`config.mk`:
```
export PLATFORM = sky130hd
export DESIGN_NAME = dacif_top
export DESIGN_NICKNAME = d
export VERILOG_FILES = /design/src/rtl/dacif_pkg.sv /design/src/rtl/dacif_sync.sv /design/src/rtl/dacif_regs.sv /design/src/rtl/dacif_hold.sv /design/src/rtl/dacif_top.sv
export SDC_FILE = /design/constraint.sdc
export NUM_CORES = 1
export LEC_CHECK = 0
export ABC_AREA = 1
export BUFFER_PORTS_ARGS = -buffer_cell sky130_fd_sc_hd__buf_2
export CAP_MARGIN = 30
export CORE_UTILIZATION = 55
export CTS_BUF_LIST = sky130_fd_sc_hd__clkbuf_8 sky130_fd_sc_hd__clkbuf_16
export CTS_CLUSTER_DIAMETER = 80
export DETAILED_ROUTE_END_ITERATION = 8
export PLACE_DENSITY = 0.78
export SYNTH_ARGS = -nofsm -noshare
export SYNTH_HDL_FRONTEND = slang
export SYNTH_SLANG_ARGS = --single-unit
```
`constraint.sdc`:
```
create_clock -name clk -period 1.7 [get_ports clk]
set_input_delay 0.34 -clock clk [delete_from_list [all_inputs] [get_ports clk]]
set_output_delay 0.34 -clock clk [all_outputs]
set_load 0.03 [all_outputs]
```
`src/rtl/dacif_pkg.sv`:
```
package dacif_pkg;
  localparam int unsigned CTRL_W = 4;
  // Control vector layout after synchronisation.
  localparam int unsigned CI_CS  = 3;
  localparam int unsigned CI_RW  = 2;
  localparam int unsigned CI_LD  = 1;
  localparam int unsigned CI_CLR = 0;
  // Inactive reset levels: select off, write, load asserted, clear off.
  // Load resets to asserted so a strobe tied low never shows an edge.
  localparam logic [CTRL_W-1:0] CTRL_RST = 4'b1001;

  typedef struct packed {
    logic wr;
    logic rd;
    logic ld;
    logic clr;
    logic clr_mid;
  } dacif_cmd_t;
endpackage

```
`src/rtl/dacif_sync.sv`:
```
module dacif_sync #(
  parameter int unsigned WIDTH   = 1,
  parameter int unsigned STAGES  = 2,
  parameter logic [WIDTH-1:0] RST_VAL = '0
) (
  input  logic             clk,
  input  logic             rst_n,
  input  logic [WIDTH-1:0] d,
  output logic [WIDTH-1:0] q
);
  logic [WIDTH-1:0] stg [STAGES];

  for (genvar i = 0; i < STAGES; i++) begin : g_stage
    if (i == 0) begin : g_first
      always_ff @(posedge clk or negedge rst_n) begin
        if (!rst_n) stg[i] <= RST_VAL;
        else        stg[i] <= d;
      end
    end else begin : g_rest
      always_ff @(posedge clk or negedge rst_n) begin
        if (!rst_n) stg[i] <= RST_VAL;
        else        stg[i] <= stg[i-1];
      end
    end
  end

  assign q = stg[STAGES-1];
endmodule

```
`src/rtl/dacif_regs.sv`:
```
module dacif_regs
  import dacif_pkg::*;
#(
  parameter int unsigned DATA_W = 16
) (
  input  logic              clk,
  input  logic              rst_n,
  input  dacif_cmd_t        cmd,
  input  logic [DATA_W-1:0] wdata,
  output logic [DATA_W-1:0] in_q,
  output logic [DATA_W-1:0] dac_q
);
  localparam logic [DATA_W-1:0] MIDSCALE = {1'b1, {(DATA_W-1){1'b0}}};

  logic [DATA_W-1:0] in_nxt;
  logic [DATA_W-1:0] dac_nxt;

  always_comb begin
    in_nxt = cmd.wr ? wdata : in_q;
    if (cmd.clr)
      dac_nxt = cmd.clr_mid ? MIDSCALE : '0;
    else if (cmd.ld)
      dac_nxt = in_nxt;   // transparent path: a write under load lands at once
    else
      dac_nxt = dac_q;
  end

  always_ff @(posedge clk or negedge rst_n) begin
    if (!rst_n) begin
      in_q  <= '0;
      dac_q <= '0;
    end else begin
      in_q  <= in_nxt;
      dac_q <= dac_nxt;
    end
  end
endmodule

```
`src/rtl/dacif_hold.sv`:
```
module dacif_hold #(
  parameter int unsigned HOLD_CYCLES = 250
) (
  input  logic clk,
  input  logic rst_n,
  input  logic ld_lvl,   // synchronised strobe level, 0 = asserted
  output logic fall,
  output logic hold
);
  localparam int unsigned CNT_W = $clog2(HOLD_CYCLES + 1);
  localparam logic [CNT_W-1:0] START = CNT_W'(HOLD_CYCLES);

  logic             prev;
  logic [CNT_W-1:0] cnt;

  assign fall = prev & ~ld_lvl;

  always_ff @(posedge clk or negedge rst_n) begin
    if (!rst_n) begin
      prev <= 1'b0;
      cnt  <= '0;
    end else begin
      prev <= ld_lvl;
      if (fall)          cnt <= START;
      else if (cnt != 0) cnt <= cnt - 1'b1;
    end
  end

  assign hold = (cnt != 0);
endmodule

```
`src/rtl/dacif_top.sv`:
```
module dacif_top
  import dacif_pkg::*;
#(
  parameter int unsigned DATA_W      = 16,
  parameter int unsigned SYNC_STAGES = 2,
  parameter int unsigned HOLD_CYCLES = 250
) (
  input  logic              clk,
  input  logic              rst_n,
  input  logic              cs_n,
  input  logic              rw,
  input  logic              ld_n,
  input  logic              clr_n,
  input  logic [DATA_W-1:0] bus_in,
  output logic [DATA_W-1:0] bus_out,
  output logic              bus_oe,
  output logic [DATA_W-1:0] dac_code,
  output logic              hold
);
  logic [CTRL_W-1:0] ctrl_raw, ctrl_s;
  logic [DATA_W-1:0] data_s;
  logic [DATA_W-1:0] in_q;
  dacif_cmd_t        cmd;
  logic              ld_fall;
  logic              rd_q;
  logic [DATA_W-1:0] rdata_q;

  always_comb begin
    ctrl_raw         = '0;
    ctrl_raw[CI_CS]  = cs_n;
    ctrl_raw[CI_RW]  = rw;
    ctrl_raw[CI_LD]  = ld_n;
    ctrl_raw[CI_CLR] = clr_n;
  end

  dacif_sync #(.WIDTH(CTRL_W), .STAGES(SYNC_STAGES), .RST_VAL(CTRL_RST)) u_sync_ctrl (
    .clk(clk), .rst_n(rst_n), .d(ctrl_raw), .q(ctrl_s)
  );

  dacif_sync #(.WIDTH(DATA_W), .STAGES(SYNC_STAGES), .RST_VAL('0)) u_sync_data (
    .clk(clk), .rst_n(rst_n), .d(bus_in), .q(data_s)
  );

  always_comb begin
    cmd.wr      = ~ctrl_s[CI_CS] & ~ctrl_s[CI_RW];
    cmd.rd      = ~ctrl_s[CI_CS] &  ctrl_s[CI_RW];
    cmd.ld      = ~ctrl_s[CI_LD];
    cmd.clr     = ~ctrl_s[CI_CLR];
    cmd.clr_mid =  ctrl_s[CI_RW];
  end

  dacif_regs #(.DATA_W(DATA_W)) u_regs (
    .clk(clk), .rst_n(rst_n), .cmd(cmd), .wdata(data_s),
    .in_q(in_q), .dac_q(dac_code)
  );

  dacif_hold #(.HOLD_CYCLES(HOLD_CYCLES)) u_hold (
    .clk(clk), .rst_n(rst_n), .ld_lvl(ctrl_s[CI_LD]), .fall(ld_fall), .hold(hold)
  );

  // Registered readback driver.
  always_ff @(posedge clk or negedge rst_n) begin
    if (!rst_n) begin
      rd_q    <= 1'b0;
      rdata_q <= '0;
    end else begin
      rd_q    <= cmd.rd;
      rdata_q <= cmd.rd ? in_q : '0;
    end
  end

  assign bus_oe  = rd_q;
  assign bus_out = rdata_q;
endmodule

```
Yosys cells after proc, flatten, opt, wreduce, memory -nomap -nowiden
Cells that the tools add are included.
{"block": "totals", "regBits": 98}
{"block": "op_classes", "addsub": 1, "n_eq_ne": 1, "n_mux": 7, "n_bitwise": 6, "n_reduce_logical": 2}
{"op": "$mux 16", "n": 5}
{"op": "$mux 8", "n": 2}
{"op": "$reduce_bool 8->1", "n": 1}
{"op": "$sub 8x1->8 const B", "n": 1}
{"op": "$and 1x1->1", "n": 3}
{"op": "$not 1->1", "n": 3}
{"op": "$ne 2x2->1 const B", "n": 1}
{"op": "$reduce_bool 2->1", "n": 1}

Logic depth before layout (Yosys ltp)
{"block": "logic_depth", "ltp_word": 5, "depth_mapped": 7}

Modules after synthesis
From an unflattened synthesis, not the netlist that was laid out.
{"block": "unflattened", "cells_unflattened": 321, "area_unflattened_um2": 3584.7}
{"module": "dacif_regs", "instances": 1, "cells_per_inst": 140, "area_each_um2": 1234.9, "seq_area_each_um2": 800.8}
{"module": "dacif_sync at u_sync_data", "instances": 1, "cells_per_inst": 48, "area_each_um2": 920.9, "seq_area_each_um2": 800.8}
{"module": "dacif_top", "instances": 1, "cells_per_inst": 56, "area_each_um2": 614.3, "seq_area_each_um2": 425.4}
{"module": "dacif_hold", "instances": 1, "cells_per_inst": 65, "area_each_um2": 579.3, "seq_area_each_um2": 225.2}
{"module": "dacif_sync at u_sync_ctrl", "instances": 1, "cells_per_inst": 12, "area_each_um2": 235.2, "seq_area_each_um2": 205.2}

Worst setup path after synthesis
No wires, ideal clock.
{"block": "synth_timing", "path_kind": "register -> register", "start": "reg u_hold.cnt[0]", "end": "reg u_hold.cnt[0]", "setup_time_ps": 122, "t_arrival_ps": 1233, "t_required_ps": 1578, "setup_slack_ps": 346, "stages_incl_launch_ff": 8, "path_buffers": 0, "cell_sequence": "dfrtp_1 inv_1 ha_1 nand2_1 nor2_1 nand2_1 nand3_1 o21ai_2"}
{"block": "synth_between", "word_cells_on_any_way": 5}
{"element": "from (decl)", "line": "dacif_hold.sv:14", "rtl": "logic [CNT_W-1:0] cnt;"}
{"element": "from (signal assigned)", "line": "dacif_hold.sv:25", "rtl": "else if (cnt != 0) cnt <= cnt - 1'b1;"}
{"element": "$reduce_bool 8->1"}
{"element": "named net hold", "line": "dacif_top.sv:18", "rtl": "output logic hold"}
{"element": "$reduce_bool 2->1 (no line)"}
The timed path passes the listed nets, and every way through them passes these cells. The select of a mux whose other input is x is not followed.
A chain may end at the register's enable or synchronous reset.

Worst setup path in the final report
{"block": "layout_timing", "start": "reg u_hold.cnt[1]", "end": "out hold"}
{"block": "layout_between", "elab_chain_cells": 1}
{"element": "$reduce_bool 8->1", "line": "dacif_hold.sv:29", "rtl": "assign hold = (cnt != 0);"}
{"element": "to (decl)", "line": "dacif_top.sv:18"}
Every way passes these cells.

==> impl_metrics.env <==
export IMPL_grt_overflow=0
export IMPL_drt_initial_drc_count=165
export IMPL_synth_seq_cells=98
export IMPL_final_layout_size_suffix_gt1_frac=0.297
export IMPL_cp_max_fo=2
export IMPL_outcome="complete, but fails checks"
export IMPL_clock_skew_ps=9.97
export IMPL_tns_ps=-16.0
export IMPL_cp_start_kind="register"
export IMPL_drt_first_pass_iters=4
export IMPL_final_period_utilization=1.01
export IMPL_cts_tree="yes"
export IMPL_globalplace_congestion=0.862
export IMPL_fp_coreArea_um2=5960
export IMPL_clkPwrFrac=0.290
export IMPL_tightest_slew_ps=498
export IMPL_totalWireLength_um=5790
export IMPL_start_util=0.575
export IMPL_p_sw_frac=0.279
export IMPL_setup_slack_ps=-16.0
export IMPL_combPwrFrac=0.153
export IMPL_clk_latency_ps=350
export IMPL_ant_nets=0
export IMPL_hold_viol=0
export IMPL_syn_nets=327
export IMPL_post_place_cells=432
export IMPL_clk_pin_slew_ps=90
export IMPL_ys_seq_area_frac=0.718
export IMPL_rsz0062_at_grt="yes"
export IMPL_violations="negative setup slack"
export IMPL_num_rows=28
export IMPL_slew_headroom=0.668
export IMPL_slew_viol_final=0
export IMPL_die_h_um=80.9
export IMPL_leakage_nw=2.18
export IMPL_endpoint_kind="primary output"
export IMPL_antenna_found_initial=0
export IMPL_cts_root_buf="clkbuf_8"
export IMPL_track_usage=0.200
export IMPL_min_path_type="in -> async"
export IMPL_worstSetupPathType="reg -> out"
export IMPL_num_io_pins=56
export IMPL_avgSynthCellArea_um2=11.3
export IMPL_final_cell_mix="dfrtp_1 (94), inv_1 (63), buf_2 (53)"
export IMPL_final_nets=396
export IMPL_internal_power_mw=3.45
export IMPL_htreeDepth=3
export IMPL_hpwl_um=3640
export IMPL_postCtsHoldBufs=0
export IMPL_hold_ws_ps=12.8
export IMPL_fmax_mhz=583
export IMPL_grt_pass1_vias=2042
export IMPL_power_switching_mw=1.34
export IMPL_fp_dieArea_um2=6550
export IMPL_viasPerCell=4.69
export IMPL_drv_cap=0
export IMPL_setup_viol=1
export IMPL_irDropWorstVdd_uv=760
export IMPL_grt_first_pass_wirelength_um=9420
export IMPL_grt_max_degree=99
export IMPL_final_common_cell="dfrtp_1"
export IMPL_fin_crit_ps=1720
export IMPL_stdcell_count=452
export IMPL_area_growth_pct=18.4
export IMPL_wire_per_inst_um=12.8
export IMPL_syn_area_um2=3420
export IMPL_p_seq_frac=0.556
export IMPL_yosys_warnings=0
export IMPL_synthCells=303
export IMPL_cp_required_ps=1360
export IMPL_vias=2122
export IMPL_clock_sinks=98
export IMPL_pre_cts_ws_ps=244
export IMPL_io_buffer_count=55
export IMPL_numCtsBuffers=9
export IMPL_cts_path_max_buffers=2
export IMPL_power_density_nw_per_um2=1180
export IMPL_synth_cell_types=20
export IMPL_fp_dieW_um=80.9
export IMPL_arrival_ps=1380
export IMPL_antenna_diode_count=0
export IMPL_drc=0
[through the flow]
step / total power, mW / area (um^2) / utilization
after floorplan: 3.14 / 3420 / -
after global placement: 3.34 / 3800 / 0.639
after detailed placement: 3.37 / 3800 / 0.639
after CTS: 4.80 / 4040 / 0.678
after global routing: 5.03 / 4060 / 0.681
final: 4.79 / 4060 / 0.681
[cells in the mapped netlist (all sizes together)]
cell / count / area, um^2
buf: 5 / 48.8
inv: 65 / 244
a21oi: 2 / 10.0
o21ai: 34 / 238
nand3: 8 / 40.0
dfstp: 4 / 105
nor2: 32 / 133
nand4: 3 / 18.8
ha: 2 / 25.0
nor3: 1 / 5.00
clkbuf: 1 / 5.00
dfrtp: 94 / 2350
xnor2: 1 / 8.76
nand2: 51 / 191
[power by group through the flow]
| stage | Combinational, mW | Sequential (mW) | Clock (mW) |
|---|---|---|---|
| 4_1_cts | 0.711 | 2.66 | 1.42 |
| 6_report | 0.735 | 2.67 | 1.39 |
| 3_3_place_gp | 0.641 | 2.70 | 0 |
| 3_5_place_dp | 0.662 | 2.71 | 0 |
| 5_1_grt | 0.820 | 2.69 | 1.52 |
| 2_1_floorplan | 0.331 | 2.80 | 0 |
[layout make-up]
type	instances	area, um^2
tap	75	93.8
clock buffer	12	165
timing repair buffer	64	377
inverter	65	244
multi-input combinational	134	692
sequential	98	2460
fill	431	1900
clock inverter	4	26.3
[critical path, stage by stage, from the launching register on]
cell	delay (ps)
dfrtp_1	410
inv_2	80
ha_4	130
nand2_2	60
nor2_2	120
nand2_2	80
buf_6	140
[path summary, 6_finish.rpt]
kind / from / end / slack (ps) / depth (start not counted)
worst max-delay path: u_hold.cnt[1]$_DFFE_PN0P_ / hold / -20 / 6
worst min-delay path: rst_n / u_sync_ctrl.stg[6]$_DFF_PN0_ / 10 / 2
worst max register to register: u_hold.cnt[1]$_DFFE_PN0P_ / u_hold.cnt[4]$_DFFE_PN0P_ / 230 / 9
worst min register to register: u_sync_data.stg[27]$_DFF_PN0_ / u_sync_data.q[11]$_DFF_PN0_ / 350 / 0
max in group asynchronous: rst_n / u_sync_ctrl.q[0]$_DFF_PN1_ / 1270 / 2
min in group clk: clr_n / u_sync_ctrl.stg[4]$_DFF_PN1_ / 80 / 1
[state kept, by name, indices dropped and copies added (netlist names)]
name             flops
bus_oe               1
bus_out             16
u_hold.cnt           8
u_hold.prev          1
u_regs.dac_q        16
u_regs.in_q         16
u_sync_ctrl.q        4
u_sync_ctrl.stg      4
u_sync_data.q       16
u_sync_data.stg     16
[routing by layer]
layer  vias to the layer above  wire length (um)  track usage
met4                         0                83        0.111
li1                       1041                 -            -
met5                         -                 0            0
met3                        10               218       0.0348
met2                        44              2950        0.321
met1                      1027              2540        0.258
[cells by family (layout without fill, tap and decap cells)]
family                     Yosys count  after routing  synth area share
DFF                                 98             98             0.718
and+or+nand+nor                     95             95             0.113
buffers and inverters               71            145            0.0870
AOI/OAI and AO/OA                   36             36            0.0723
adders and majority gates            2              2           0.00731
xor gates and xnor gates             1              1           0.00256
[what timing repair did]
item,CTS,global route
pin swaps,1,1
buffers inserted,3,1
resized for setup,7,3
setup endpoints to repair,1,1
No activity file was read; power rests on OpenSTA's default activity.
